### src/rtl/mdq_pkg.sv
package mdq_pkg;

  localparam int WORD_W        = 32;
  localparam int DESC_SHIFT    = 5;   // 32-byte descriptor slots
  localparam int WORD_SHIFT    = 2;   // 4-byte words
  localparam int DESC_WORDS    = 4;
  localparam int WSEL_W        = $clog2(DESC_WORDS);
  localparam int STAT_N        = 6;

  // internal status vector indices
  localparam int ST_QE   = 0;
  localparam int ST_EOM  = 1;
  localparam int ST_BUSY = 2;
  localparam int ST_QF   = 3;
  localparam int ST_QO   = 4;
  localparam int ST_TE   = 5;

  // bit position of each internal status bit in the status register
  localparam int STAT_POS [STAT_N] = '{0, 1, 2, 4, 5, 7};

  localparam logic [STAT_N-1:0] INT_EN_RESET = 6'b111010;

  typedef enum logic [1:0] {
    REG_MODE   = 2'd0,
    REG_STATUS = 2'd1,
    REG_DEQ    = 2'd2,
    REG_ENQ    = 2'd3
  } regSel_e;

  typedef struct packed {
    logic              capture;
    logic [WSEL_W-1:0] word;
    logic              finish;
    logic              finishErr;
    logic              busy;
  } ctrlStrobe_t;

  typedef struct packed {
    logic [15:0]       destId;
    logic [1:0]        mbox;
    logic [WORD_W-1:0] attr;
    logic [WORD_W-1:0] srcAddr;
    logic [WORD_W-1:0] xferSize;
  } desc_t;

endpackage

### src/rtl/mdq_ctrl.sv
module mdq_ctrl
  import mdq_pkg::*;
(
  input  logic        clk,
  input  logic        rst_n,
  input  logic        unitEnable,
  input  logic        queueEmpty,
  input  logic        memRdValid,
  input  logic        sendReady,
  input  logic        sendDone,
  input  logic        sendError,
  output logic        memRdReq,
  output logic        sendValid,
  output ctrlStrobe_t strobe
);

  typedef enum logic [1:0] {S_IDLE, S_FETCH, S_SEND, S_WAIT} state_e;

  localparam logic [WSEL_W-1:0] LAST_WORD = WSEL_W'(DESC_WORDS - 1);

  state_e            state;
  logic [WSEL_W-1:0] wordCnt;

  always_ff @(posedge clk or negedge rst_n) begin
    if (!rst_n) begin
      state   <= S_IDLE;
      wordCnt <= '0;
    end else begin
      case (state)
        S_IDLE: begin
          wordCnt <= '0;
          if (unitEnable && !queueEmpty) state <= S_FETCH;
        end
        S_FETCH: begin
          if (memRdValid) begin
            if (wordCnt == LAST_WORD) begin
              state   <= S_SEND;
              wordCnt <= '0;
            end else begin
              wordCnt <= wordCnt + WSEL_W'(1);
            end
          end
        end
        S_SEND: if (sendReady) state <= S_WAIT;
        S_WAIT: if (sendDone) state <= S_IDLE;
        default: state <= S_IDLE;
      endcase
    end
  end

  always_comb begin
    memRdReq         = (state == S_FETCH);
    sendValid        = (state == S_SEND);
    strobe.capture   = (state == S_FETCH) && memRdValid;
    strobe.word      = wordCnt;
    strobe.finish    = (state == S_WAIT) && sendDone;
    strobe.finishErr = (state == S_WAIT) && sendDone && sendError;
    strobe.busy      = (state != S_IDLE);
  end


  fetch_hold_chk: assert property (@(posedge clk) disable iff (!rst_n)
    memRdReq && !memRdValid |=> memRdReq && (strobe.word == $past(strobe.word)));


  send_hold_chk: assert property (@(posedge clk) disable iff (!rst_n)
    sendValid && !sendReady |=> sendValid);


  no_idle_fetch_chk: assert property (@(posedge clk) disable iff (!rst_n)
    $rose(memRdReq) |-> $past(unitEnable) && !$past(queueEmpty));

endmodule

### src/rtl/mdq_datapath.sv
module mdq_datapath
  import mdq_pkg::*;
#(
  parameter int MAX_LOG2 = 11
) (
  input  logic              clk,
  input  logic              rst_n,
  input  logic [1:0]        regAddr,
  input  logic              regWrEn,
  input  logic [WORD_W-1:0] regWrData,
  output logic [WORD_W-1:0] regRdData,
  input  ctrlStrobe_t       strobe,
  input  logic [WORD_W-1:0] memRdData,
  output logic [WORD_W-1:0] memRdAddr,
  output logic              unitEnable,
  output logic              queueEmpty,
  output desc_t             desc,
  output logic              irq
);

  localparam int IDX_W     = MAX_LOG2;
  localparam int FIELD_W   = 4;
  localparam logic [FIELD_W-1:0] MAX_FIELD = FIELD_W'(MAX_LOG2 - 1);

  logic [FIELD_W-1:0] modeSize;
  logic [STAT_N-1:0]  intEn;
  logic [WORD_W-1:0]  ringBase;
  logic [IDX_W-1:0]   enqIdx, deqIdx;
  logic [STAT_N-1:0]  stat, statNext, statVec;

  logic wrMode, wrStatus, wrEnq, wrDeq, incReq, queueFull;
  logic [FIELD_W-1:0] fieldEff;
  logic [IDX_W-1:0]   idxMask, enqNext, enqNext2, deqNext;

  assign wrMode   = regWrEn && (regAddr == REG_MODE);
  assign wrStatus = regWrEn && (regAddr == REG_STATUS);
  assign wrDeq    = regWrEn && (regAddr == REG_DEQ);
  assign wrEnq    = regWrEn && (regAddr == REG_ENQ);
  assign incReq   = wrMode && regWrData[1];

  assign fieldEff  = (modeSize > MAX_FIELD) ? MAX_FIELD : modeSize;
  assign idxMask   = ~({IDX_W{1'b1}} << (fieldEff + FIELD_W'(1)));
  assign enqNext   = (enqIdx + IDX_W'(1)) & idxMask;
  assign enqNext2  = (enqNext + IDX_W'(1)) & idxMask;
  assign deqNext   = (deqIdx + IDX_W'(1)) & idxMask;
  assign queueEmpty = (enqIdx == deqIdx);
  assign queueFull  = (enqNext == deqIdx);

  // mode and pointer registers
  always_ff @(posedge clk or negedge rst_n) begin
    if (!rst_n) begin
      unitEnable <= 1'b0;
      intEn      <= INT_EN_RESET;
      modeSize   <= '0;
      ringBase   <= '0;
      enqIdx     <= '0;
      deqIdx     <= '0;
    end else begin
      if (wrMode) begin
        unitEnable <= regWrData[0];
        intEn      <= regWrData[9:4];
        modeSize   <= regWrData[15:12];
      end
      if (wrEnq) begin
        ringBase <= {regWrData[WORD_W-1:DESC_SHIFT], {DESC_SHIFT{1'b0}}};
        enqIdx   <= '0;
      end else if (incReq && !queueFull) begin
        enqIdx <= enqNext;
      end
      if (wrDeq) begin
        ringBase <= {regWrData[WORD_W-1:DESC_SHIFT], {DESC_SHIFT{1'b0}}};
        deqIdx   <= '0;
      end else if (strobe.finish) begin
        deqIdx <= deqNext;
      end
    end
  end

  // sticky status: write-one-to-clear, set has priority
  always_comb begin
    statNext = stat;
    if (wrStatus) begin
      for (int i = 0; i < STAT_N; i++) begin
        if (regWrData[STAT_POS[i]]) statNext[i] = 1'b0;
      end
    end
    if (incReq && queueFull)                         statNext[ST_QO] = 1'b1;
    if (incReq && !queueFull && (enqNext2 == deqIdx)) statNext[ST_QF] = 1'b1;
    if (strobe.finish) begin
      statNext[ST_EOM] = 1'b1;
      if (strobe.finishErr)    statNext[ST_TE] = 1'b1;
      if (deqNext == enqIdx)   statNext[ST_QE] = 1'b1;
    end
    statNext[ST_BUSY] = 1'b0;
  end

  always_ff @(posedge clk or negedge rst_n) begin
    if (!rst_n) stat <= '0;
    else        stat <= statNext;
  end

  always_comb begin
    statVec          = stat;
    statVec[ST_BUSY] = strobe.busy;
  end

  assign irq = |(statVec & intEn);

  // descriptor capture
  always_ff @(posedge clk or negedge rst_n) begin
    if (!rst_n) begin
      desc <= '0;
    end else if (strobe.capture) begin
      case (strobe.word)
        WSEL_W'(0): begin
          desc.destId <= memRdData[31:16];
          desc.mbox   <= memRdData[1:0];
        end
        WSEL_W'(1): desc.attr     <= memRdData;
        WSEL_W'(2): desc.srcAddr  <= memRdData;
        default:    desc.xferSize <= memRdData;
      endcase
    end
  end

  assign memRdAddr = ringBase + (WORD_W'(deqIdx) << DESC_SHIFT)
                              + (WORD_W'(strobe.word) << WORD_SHIFT);

  // register read mux
  always_comb begin
    regRdData = '0;
    case (regAddr)
      REG_MODE: begin
        regRdData[0]     = unitEnable;
        regRdData[9:4]   = intEn;
        regRdData[15:12] = modeSize;
      end
      REG_STATUS: begin
        for (int i = 0; i < STAT_N; i++) regRdData[STAT_POS[i]] = statVec[i];
      end
      REG_DEQ: regRdData = ringBase + (WORD_W'(deqIdx) << DESC_SHIFT);
      default: regRdData = ringBase + (WORD_W'(enqIdx) << DESC_SHIFT);
    endcase
  end


  no_overflow_chk: assert property (@(posedge clk) disable iff (!rst_n)
    incReq && queueFull |=> $stable(enqIdx));


  eom_set_chk: assert property (@(posedge clk) disable iff (!rst_n)
    strobe.finish |=> stat[ST_EOM]);


  err_set_chk: assert property (@(posedge clk) disable iff (!rst_n)
    strobe.finishErr |=> stat[ST_TE]);

endmodule

### src/rtl/msg_desc_queue.sv
module msg_desc_queue
  import mdq_pkg::*;
#(
  parameter int MAX_LOG2 = 11
) (
  input  logic              clk,
  input  logic              rst_n,
  input  logic [1:0]        regAddr,
  input  logic              regWrEn,
  input  logic [WORD_W-1:0] regWrData,
  output logic [WORD_W-1:0] regRdData,
  output logic              memRdReq,
  output logic [WORD_W-1:0] memRdAddr,
  input  logic              memRdValid,
  input  logic [WORD_W-1:0] memRdData,
  output logic              sendValid,
  input  logic              sendReady,
  output logic [15:0]       sendDestId,
  output logic [1:0]        sendMbox,
  output logic [WORD_W-1:0] sendAttr,
  output logic [WORD_W-1:0] sendSrcAddr,
  output logic [WORD_W-1:0] sendSize,
  input  logic              sendDone,
  input  logic              sendError,
  output logic              irq
);

  ctrlStrobe_t strobe;
  desc_t       desc;
  logic        unitEnable, queueEmpty;

  mdq_ctrl u_ctrl (
    .clk        (clk),
    .rst_n      (rst_n),
    .unitEnable (unitEnable),
    .queueEmpty (queueEmpty),
    .memRdValid (memRdValid),
    .sendReady  (sendReady),
    .sendDone   (sendDone),
    .sendError  (sendError),
    .memRdReq   (memRdReq),
    .sendValid  (sendValid),
    .strobe     (strobe)
  );

  mdq_datapath #(.MAX_LOG2(MAX_LOG2)) u_dp (
    .clk        (clk),
    .rst_n      (rst_n),
    .regAddr    (regAddr),
    .regWrEn    (regWrEn),
    .regWrData  (regWrData),
    .regRdData  (regRdData),
    .strobe     (strobe),
    .memRdData  (memRdData),
    .memRdAddr  (memRdAddr),
    .unitEnable (unitEnable),
    .queueEmpty (queueEmpty),
    .desc       (desc),
    .irq        (irq)
  );

  assign sendDestId  = desc.destId;
  assign sendMbox    = desc.mbox;
  assign sendAttr    = desc.attr;
  assign sendSrcAddr = desc.srcAddr;
  assign sendSize    = desc.xferSize;

endmodule

### config.mk
export PLATFORM = sky130hd
export DESIGN_NAME = msg_desc_queue
export DESIGN_NICKNAME = d
export VERILOG_FILES = /design/src/rtl/mdq_pkg.sv /design/src/rtl/mdq_ctrl.sv /design/src/rtl/mdq_datapath.sv /design/src/rtl/msg_desc_queue.sv
export SDC_FILE = /design/constraint.sdc
export NUM_CORES = 1
export LEC_CHECK = 0
export BUFFER_PORTS_ARGS = -buffer_cell sky130_fd_sc_hd__buf_2
export CORE_MARGIN = 4
export CORE_UTILIZATION = 49
export CTS_CLUSTER_SIZE = 24
export DETAILED_ROUTE_END_ITERATION = 7
export PLACE_DENSITY = 0.77
export SLEW_MARGIN = 20
export SYNTH_ARGS = -nofsm -noshare
export SYNTH_HDL_FRONTEND = slang
export SYNTH_HIERARCHICAL = 1
export SYNTH_SLANG_ARGS = --single-unit
### constraint.sdc
create_clock -name clk -period 3.36 [get_ports clk]
set_input_delay 0.168 -clock clk [delete_from_list [all_inputs] [get_ports clk]]
set_output_delay 0.168 -clock clk [all_outputs]
set_load 0.02 [all_outputs]
==> results of run 1 <==
## power groups by stage
stage                     Sequential [W]  Combinational [W]  Clock [W]
after floorplan                  0.00407            0.00199          0
final                            0.00343            0.00448    0.00211
after detailed placement         0.00342            0.00424          0
after global routing             0.00351            0.00479    0.00223
after CTS                        0.00339            0.00435    0.00213
after global placement           0.00336            0.00416          0
## worst max-delay path, cell delays in order (launching register included)
cell      delay [ps]
dfrtp_1          410
ha_2             200
fa_2             340
a21o_1           200
a21oi_2          230
o21ai_2           80
a31oi_2          230
o21ai_2           90
a211oi_2         220
buf_4            180
buf_6            100
a211oi_4          40
a21o_1           220
a21oi_2          120
buf_4            160
## repair_timing
| item | in CTS | in global routing |
|---|---|---|
| gates cloned | 0 | 1 |
| endpoints found under the hold margin | 167 | 0 |
| hold buffers | 47 | 0 |
| gates resized for setup | 38 | 60 |
| buffers inserted | 11 | 12 |
| setup endpoints to repair | 25 | 38 |
| pin swaps | 22 | 34 |
## state kept, by name (all words and copies together) (netlist names), 2 cells and up
name and cells:
u_ctrl/wordCnt 2, u_dp/enqIdx 11, u_dp/desc 114, u_ctrl/state 2
u_dp/stat 5, u_dp/modeSize 4, u_dp/intEn 6, u_dp/ringBase 27
u_dp/deqIdx 11
## area by class of cell
| cell class | count | area share |
|---|---|---|
| repair buffers | 385 | 0.175 |
| inverters | 30 | 0.00794 |
| clock inverters | 15 | 0.0133 |
| flip-flops and latches | 183 | 0.323 |
| multi-input cells | 736 | 0.426 |
| well taps | 275 | 0.0243 |
| clock buffers | 17 | 0.0300 |
## synth_stat cells, types with 3 or more instances
library cell	instances	area [sq um]
buf_4	11	82.6
a21o_1	15	113
a2111oi_0	4	35.0
dfrtp_1	179	4480
clkbuf_1	37	139
nand2_1	49	184
xnor2_1	68	596
a31oi_1	6	37.5
buf_1	9	33.8
a22oi_1	4	30.0
nand4_1	16	100
nor2b_1	7	43.8
nand3b_1	4	30.0
and2_1	4	25.0
inv_1	29	109
nand4b_1	4	35.0
a22o_1	4	35.0
or2_2	4	25.0
a21boi_0	4	30.0
o31ai_1	5	37.5
o21ai_0	31	155
o22ai_1	5	31.3
xor2_1	28	245
o21bai_1	3	22.5
and3_1	13	81.3
ha_1	33	413
a211oi_1	7	52.6
buf_2	5	25.0
nand2b_1	8	50.1
dfstp_2	4	105
o21a_1	6	45.0
or3_1	11	68.8
mux2i_1	26	260
a21oi_1	42	210
nor2_1	83	312
nor3_1	16	80.1
nand3_1	25	125
mux2_2	152	1710
## metrics by stage
stage	hold WS (ps)	power, W	std cells
detailed placement	317	0.00766	1539
global route	6.16	0.0105	1641
floorplan	-128	0.00606	1013
global placement	311	0.00753	1539
CTS	1.00	0.00987	1628
finish	11.5	0.0100	1641
## placed cells by master (no fill, tap or decap), types with 7 or more instances in the layout
master	synthesis	routed
buf_2	5	227
xor2_1	28	28
and3_1	13	13
dfrtp_1	179	179
o21ai_0	31	24
nand4_1	16	16
a21oi_1	42	33
or3_1	11	10
mux2i_1	26	26
buf_6	2	8
nor3_1	16	16
buf_4	11	102
nand2_1	49	47
mux2_2	152	152
nand3_1	25	24
clkbuf_16	0	17
nand2b_1	8	7
a21o_1	15	14
xnor2_1	68	65
dlygate4sd3_1	0	47
inv_1	29	27
a21oi_2	1	10
nor2_1	83	79
ha_1	33	30
## worst paths after layout
kind	slack [ps]	startpoint	end
max in group asynchronous	1970	rst_n	u_dp/desc[28]$_DFFE_PN0P_
min reg2reg	500	u_dp/desc[88]$_DFFE_PN0P_	u_dp/desc[88]$_DFFE_PN0P_
min in group asynchronous	360	rst_n	u_dp/desc[66]$_DFFE_PN0P_
max	-60	u_dp/ringBase[5]$_DFFE_PN0P_	regRdData[21]
max reg2reg	130	u_dp/modeSize[1]$_DFFE_PN0P_	u_dp/enqIdx[2]$_DFFE_PN0P_
min	10	memRdData[26]	u_dp/desc[58]$_DFFE_PN0P_
## per-layer routing
metal / vias to the layer above / global-route usage
li1: 4264 / -
met1: 4656 / 0.336
met2: 471 / 0.468
met3: 83 / 0.0854
met4: 4 / 0.0884
met5: - / 0
## cell families after synthesis
family	after synthesis
xor gates and xnor gates	96
muxes	182
DFF	183
other	1
buffers and inverters	95
adders and majority gates	35
AOI/OAI and AO/OA	161
and+or+nand+nor	257
==> impl_metrics.yaml, run 1 <==
timing:
  post-route-min-period_ps: 3420
  tightest_slew_ps: 978
  maxSlewHeadroom: 0.346
  report.final.slew_viol_count: 0
  fin_skew_ps: 19.5
  hold_viol: 0
  final.setup.tns_ps: -191
  grt_setup_unrepaired: "true"
  setup_viol: 7
  fin_crit_sh: 1.02
  clock.fmax_ghz: 0.292
  setup_slack_ps: -59.2
detailed_routing:
  first_pass_iters: 5
  antenna_left: 0
  vias_per_cell: 5.78
  dr.max_layer_used: "met5"
  vias: 9478
  finalWirelength_um: 34200
  wl_met1_um: 13300
  drt_iter0_drc: 641
  drc: 0
  wl_met3_um: 3330
  met2_length_um: 16700
  wire_per_inst_um: 20.9
power:
  combPwrFrac: 0.447
  powerDensity_mw_per_mm2: 707
  p_seq_frac: 0.342
  p_clk_frac: 0.211
  power.switching_w: 0.00418
  internal_power_w: 0.00584
  swShare: 0.417
  ir_worst_vdd_v: 0.000684
  p_leak_nw: 6.82
clocking:
  clock_path_buffers: 2
  cts_root_buffer: "clkbuf_16"
  cts_sinks: 183
  cts_tree: "yes"
  numCtsBuffers: 17
  cts.clk_slew.worst_paths_ps: 80
  h-tree-depth: 4
  insertion_delay_ps: 440
setup_path:
  worstPathArrival_ps: 3250
  crit_fanout: 3
  startpoint_type: "register"
  critPathKind: "register to primary output"
  end_kind: "primary output"
  r2r_cells: 13
  worst_ep_required_time_ps: 3190
floorplan:
  die_w_um: 156
  die_h_um: 156
  start_util: 0.504
  io_pins: 254
  core_area_sq_mm: 0.0213
  rows: 53
  dieArea_sq_mm: 0.0243
synth:
  synth_fa_ha_area_frac: 0.0422
  syn_inst: 1010
  synth_top_family_by_area: "multiplexers"
  synthFlopType: "dfrtp_1"
  synth_mux_area_frac: 0.190
  synth_seq_cells: 183
  postSynth.asyncResetShare: 1.00
  syn_area_sq_mm: 0.0107
  synth_compound_area_frac: 0.103
  synthXorXnorAreaFrac: 0.0783
  synth_cell_types: 74
  yosys.area_share.simple: 0.120
  synth-edff-count: 0
  ys_warn_count: 6
  syn_area_per_cell_sq_um: 10.6
  synth_seq_area_share: 0.427
flow_run:
  maxCapViolCount: 0
global_route:
  grtUsageTotal: 0.276
  grt_pass1_vias: 9787
  gr-total-overflow: 0
  grt_pass1_wl_um: 53500
  antenna_found_initial: 2
  grt_max_degree: 95
cells_and_area:
  seq_area_sq_mm: 0.00458
  final_cell_area_sq_mm: 0.0142
  fillers: 1557
  area_growth_syn_to_layout_pct: 32.1
  multiInputGateArea_sq_mm: 0.00604
  final_util: 0.666
  diodes: 0
  num-nets-final: 1461
  drive_gt1_frac: 0.437
placement:
  port_buffers: 247
  place_ws_ps: -2.04
  dpl_cell_area_sq_mm: 0.0126
  place.gp.congestion: 0.974
  dp.final_hpwl_um: 24300
run_status:
  violations: "setup timing"
  status: "complete, but fails checks"
hold_path:
  hold_depth: 2
  hold_class: "input pin to register"
Power figures use the tool's default switching activity.
==> run 2, diff against run 1 <==
- REMOVE_ABC_BUFFERS: unset -> 1
==> run 2 against run 1 <==
The flow still finishes with violations (setup timing). Sequential power is 1% lower. Clock power is essentially flat. Flip-flop and latch count is the same. Design area rose by 0.23%. Combinational power down 2%. Register-to-register slack is essentially flat. Final cell count fell by 0.30%. First-iteration DRC count is 3.3% higher. Utilization grew 0.15 points. Critical path type unchanged. Largest power group unchanged.
==> impl_metrics.yaml, run 2 (synthesis gave the netlist of run 1 again) <==
cells_and_area:
  largest-register: "u_dp/desc"
  mostFrequentLayoutCell: "buf_2"
  final_util: 0.668
  area_growth_syn_to_layout_pct: 32.4
  reg_top3: "u_dp/desc (114), u_dp/ringBase (27)"
  drive_gt1_frac: 0.437
  fin_cells: 1636
  fillers: 1606
  num-nets-final: 1454
  final_cell_mix: "buf_2 (220), dfrtp_1 (179), mux2_2 (152), buf_4 (99), nor2_1 (80)"
  largest_register_ff_count: 114
detailed_routing:
  dr.max_layer_used: "met5"
  first_pass_iters: 5
  vias_per_cell: 5.72
  drt_iter0_drc: 662
  met2_length_um: 16000
  wl_met3_um: 3310
  vias: 9364
  wire_per_inst_um: 20.4
  antenna_left: 0
  wl_met1_um: 13300
  drc: 0
  finalWirelength_um: 33400
timing:
  hold_viol: 0
  fin_crit_sh: 1.05
  post-route-min-period_ps: 3520
  fin_skew_ps: 16.1
  report.final.slew_viol_count: 0
  maxSlewHeadroom: 0.611
  timing.hold.ws_ps: 13.6
  grt_setup_unrepaired: "true"
  tightest_slew_ps: 581
  setup_slack_ps: -160
  clock.fmax_ghz: 0.284
  setup_viol: 14
power:
  ir_worst_vdd_v: 0.000523
  combPwrFrac: 0.443
  p_leak_nw: 6.82
  internal_power_w: 0.00581
  finalPower_w: 0.00989
  p_clk_frac: 0.214
  power.switching_w: 0.00408
  swShare: 0.412
  p_seq_frac: 0.343
  powerDensity_mw_per_mm2: 696
run_status:
  violations: "setup timing"
  status: "complete, but fails checks"
placement:
  port_buffers: 247
  dp_cells: 1539
  dp.final_hpwl_um: 23600
  place.gp.congestion: 0.960
  place_ws_ps: -38.2
floorplan:
  dieArea_sq_mm: 0.0243
  rows: 53
  die_w_um: 156
  io_pins: 254
  core_area_sq_mm: 0.0213
  start_util: 0.504
  die_h_um: 156
setup_path:
  end_kind: "primary output"
  worstPathArrival_ps: 3350
  worst_ep_required_time_ps: 3190
  startpoint_type: "register"
  crit_fanout: 5
  critPathKind: "register to primary output"
clocking:
  cts_root_buffer: "clkbuf_16"
  h-tree-depth: 4
  clock_path_buffers: 2
  cts_sinks: 183
  numCtsBuffers: 17
  insertion_delay_ps: 440
  cts_tree: "yes"
  cts.clk_slew.worst_paths_ps: 80
global_route:
  antenna_found_initial: 5
  grt_max_degree: 74
  gr-total-overflow: 0
  grtUsageTotal: 0.270
  grt_pass1_vias: 9449
  grt_pass1_wl_um: 51800
hold_path:
  hold_class: "input pin to register"
flow_run:
  maxCapViolCount: 0
[run 2: worst paths after layout]
kind	depth (start not counted)	endpoint	from	slack, ps
max	14	regRdData[29]	u_dp/ringBase[5]$_DFFE_PN0P_	-160
min	2	u_dp/desc[95]$_DFFE_PN0P_	memRdData[31]	10
max reg2reg	13	u_dp/enqIdx[1]$_DFFE_PN0P_	u_dp/modeSize[2]$_DFFE_PN0P_	120
min reg2reg	1	u_dp/desc[62]$_DFFE_PN0P_	u_dp/desc[62]$_DFFE_PN0P_	500
max in group asynchronous	3	u_dp/desc[106]$_DFFE_PN0P_	rst_n	2060
min in group asynchronous	2	u_dp/intEn[0]$_DFFE_PN0P_	rst_n	300
[run 2: layout make-up]
class                      instances  area (sq um)  share of cell area
antenna                            2          5.00            0.000352
clock buffer                      17           425              0.0299
clock inverter                    15           209              0.0147
inverter                          30           113             0.00792
multi-input combinational        736          6070               0.427
sequential                       183          4580               0.323
tap                              275           344              0.0242
timing repair buffer             378          2460               0.173
[run 2: power groups by stage]
stage	clock network, W	registers, W	logic, W
after floorplan	0	0.00414	0.00184
after global placement	0	0.00336	0.00409
after detailed placement	0	0.00340	0.00416
after CTS	0.00217	0.00338	0.00427
after global routing	0.00225	0.00349	0.00468
final	0.00212	0.00339	0.00438
[run 2: what timing repair did]
item	4_1_cts	5_1_grt
buffers inserted	11	5
gates resized for setup	55	59
setup endpoints to repair	29	40
pin swaps	21	31
hold buffers	47	0
hold endpoints to repair	142	0
cloned	1	1
[run 2: layer usage]
| layer | vias to the layer above | GRT usage |
|---|---|---|
| li1 | 4256 | - |
| met1 | 4606 | 0.348 |
| met2 | 432 | 0.445 |
| met3 | 64 | 0.0788 |
| met4 | 6 | 0.0746 |
| met5 | - | 0 |
[run 2: through the flow]
stage | area, sq um | setup TNS, ps
6_report | 14200 | -988
5_1_grt | 14200 | -3960
4_1_cts | 13900 | -963
3_5_place_dp | 12600 | -42.5
3_3_place_gp | 12600 | 0
2_1_floorplan | 10400 | 0
[run 2: critical path, cell delays in order (launching register included)]
cell and delay [ps]:
dfrtp_1 410, ha_2 210, fa_2 350, a21o_1 210
a21oi_2 160, o21ai_1 70, a31oi_1 260, o21ai_1 140
a211oi_1 210, buf_4 170, a211oi_2 50, buf_4 190
a21bo_2 210, a21oi_2 120, buf_4 150
==> run 3, diff against run 2 <==
- ABC_AREA: unset -> 1
- CTS_CLUSTER_DIAMETER: unset -> 120
==> run 3 against run 2 <==
Worst hold slack improved by 5.5 ps. The flow now finishes without violations. Critical endpoint is now regRdData[19]. Maximum frequency up 12%. Sequential share of layout area grew 2.7 points. Sequential power hardly changed. Setup slack better by 370 ps.
==> impl_metrics.yaml, run 3 <==
detailed_routing:
  vias: 10500
  vias_per_cell: 5.40
  drc: 0
  wire_per_inst_um: 17.3
  first_pass_iters: 5
  finalWirelength_um: 33400
  drt_iter0_drc: 867
  antenna_left: 0
setup_path:
  crit_slowest_cell: "dfrtp_2"
  setup.worst_path.end: "regRdData[19]"
  startpoint: "u_dp/deqIdx[0]$_DFFE_PN0P_"
  r2r_end: "u_dp/stat[3]$_DFFE_PN0P_"
  startpoint_type: "register"
  critPathKind: "register to primary output"
  r2r-start: "u_dp/modeSize[2]$_DFFE_PN0P_"
  crit_fanout: 8
  worstPathArrival_ps: 2990
  crit_chain: "ha_2 > fa_1 > nand2_1 > inv_1 > a21oi_2 > o21ai_1 > nand2_1 > nand2_1 > nand2_1 > nand2_1 > nand3_1 > nand2_1 > nand2_1 > xor2_2 > nand2_1 > nand2_1 > buf_2"
  ff2ff_setup_slack_ps: 330
  max_stage_delay_ps: 470
  cp_top_family: "simple AND/OR/NAND/NOR gates"
  r2r_cells: 19
  path_buf_inv: 2
  worst_ep_required_time_ps: 3190
  path_common_cell: "nand2_1"
  crit_cells: 17
  end_kind: "primary output"
synth:
  syn_area_sq_mm: 0.0106
  synth.largest_area_cell: "dfrtp_1"
  synth-edff-count: 0
  synth_area_leaders: "dfrtp_1 (42%), nand2_1 (14%), o21ai_0 (8.0%), inv_1 (5.2%), ha_1 (3.9%)"
  synth_top_area_frac: 0.422
  syn_area_per_cell_sq_um: 7.71
  synth_seq_area_share: 0.432
  synth_seq_cells: 183
  postSynth.asyncResetShare: 1.00
  synth_cell_types: 47
  ys_warn_count: 6
  syn_inst: 1377
  synthFlopType: "dfrtp_1"
  ys_top_cells_by_count: "nand2_1 (408), dfrtp_1 (179), o21ai_0 (170)"
  yosysMostFrequentCell: "nand2_1"
timing:
  maxSlewHeadroom: 0.437
  setup_slack_ps: 206
  hold_viol: 0
  fin_crit_sh: 0.939
  tightest_slew_ps: 843
  fin_skew_ps: 9.51
  report.final.slew_viol_count: 0
  post-route-min-period_ps: 3150
  setup_viol: 0
  clock.fmax_ghz: 0.317
cells_and_area:
  fillers: 1894
  fin_cells: 1935
  num-nets-final: 1754
  largest-register: "u_dp/desc"
  multiInputGateArea_sq_mm: 0.00529
  seq_area_sq_mm: 0.00459
  mostFrequentLayoutCell: "nand2_1"
  area_growth_syn_to_layout_pct: 23.6
  largest_register_ff_count: 114
  reg_top3: "u_dp/desc (114), u_dp/ringBase (27)"
  final_cell_area_sq_mm: 0.0131
  final_cell_mix: "nand2_1 (404), buf_2 (245), dfrtp_1 (175), o21ai_0 (166), inv_1 (148)"
  drive_gt1_frac: 0.239
clocking:
  cts_root_buffer: "clkbuf_16"
  cts_sinks: 183
  cts_tree: "yes"
  insertion_delay_ps: 430
  numCtsBuffers: 17
  clock_path_buffers: 2
  cts.clk_slew.worst_paths_ps: 80
  h-tree-depth: 4
placement:
  dp_cells: 1874
  place.gp.congestion: 0.989
  dpl_cell_area_sq_mm: 0.0122
  port_buffers: 247
  place_ws_ps: 429
  dp.final_hpwl_um: 25200
hold_path:
  hold_depth: 3
  hold_class: "input pin to register"
floorplan:
  io_pins: 254
  dieArea_sq_mm: 0.0241
  rows: 53
  core_area_sq_mm: 0.0212
  start_util: 0.502
  die_w_um: 155
  die_h_um: 155
global_route:
  grtUsageTotal: 0.276
  grt_pass1_vias: 10100
  gr-total-overflow: 0
  grt_max_degree: 72
  antenna_found_initial: 2
  grt_pass1_wl_um: 53300
power:
  finalPower_w: 0.00955
  ir_worst_vdd_v: 0.000508
  powerDensity_mw_per_mm2: 728
  p_leak_nw: 6.94
run_status:
  status: "finished, final reports clean"
flow_run:
  maxCapViolCount: 0
run 3: how the worst min path moves through the flow:
stage / from / slack, ps / to
2_1_floorplan: rst_n / -130 / u_ctrl/state[0]$_DFFE_PN0P_
3_3_place_gp: rst_n / 220 / u_dp/ringBase[28]$_DFFE_PN0P_
3_5_place_dp: rst_n / 230 / u_dp/ringBase[27]$_DFFE_PN0P_
4_1_cts: memRdData[14] / 0.07 / u_dp/desc[46]$_DFFE_PN0P_
5_1_grt: memRdData[2] / 30 / u_dp/desc[66]$_DFFE_PN0P_
6_report: memRdData[14] / 20 / u_dp/desc[46]$_DFFE_PN0P_
run 3: per-layer routing:
metal / vias up / wire length [um] / global-route usage
met5: - / 0 / 0
met4: 0 / 850 / 0.0813
met3: 68 / 3580 / 0.0865
met2: 512 / 15300 / 0.440
met1: 4873 / 13700 / 0.364
li1: 5003 / - / -
run 3: area by class of cell:
cell class | instances | share of cell area
multi-input combinational | 993 | 0.403
sequential | 183 | 0.350
timing repair buffer | 297 | 0.129
inverter | 154 | 0.0444
clock buffer | 17 | 0.0324
tap | 275 | 0.0262
clock inverter | 15 | 0.0150
antenna | 1 | 0.000191
run 3: kinds of logic after synthesis:
group	after synthesis	share of synthesized area
AND/OR/NAND/NOR	627	0.253
AO/OA/AOI/OAI	269	0.146
buffers and inverters	204	0.0768
flip-flops	183	0.432
XOR/XNOR	51	0.0421
adder cells (fa/ha/maj)	35	0.0427
multiplexers	7	0.00743
other	1	0.000353
run 3: metrics by stage:
step,util,TNS [ps],hold slack (ps)
floorplan,-,0,-128
global placement,0.575,0,217
detailed placement,0.575,0,226
CTS,0.617,0,0.0653
global route,0.620,-69.9,29.3
finish,0.620,0,19.1
run 3: repair_timing:
action                                 in CTS  in global routing
setup buffers                               0                  1
pin swaps                                   0                  3
gates resized for setup                     1                 21
setup endpoints to repair                   1                 20
hold buffers                               27                  0
endpoints found under the hold margin      93                  0
run 3: worst reg2reg max path, stage by stage (launching register included):
cell,delay [ps]
dfrtp_1,440
inv_1,130
a21oi_1,90
or2_2,310
ha_1,210
inv_1,90
nand3_1,180
o21bai_1,440
nand2_1,100
nand2_1,80
nor2_1,40
nand2_1,70
nor2_2,40
nand2_2,80
nand2_2,90
nor2_1,170
nand3_1,90
nor2_1,110
nand2_1,120
nand2_1,80
run 3: power breakdown:
| part | internal (W) | switching (W) |
|---|---|---|
| logic | 0.00132 | 0.00277 |
| clock network | 0.00103 | 0.00107 |
| registers | 0.00289 | 0.000467 |
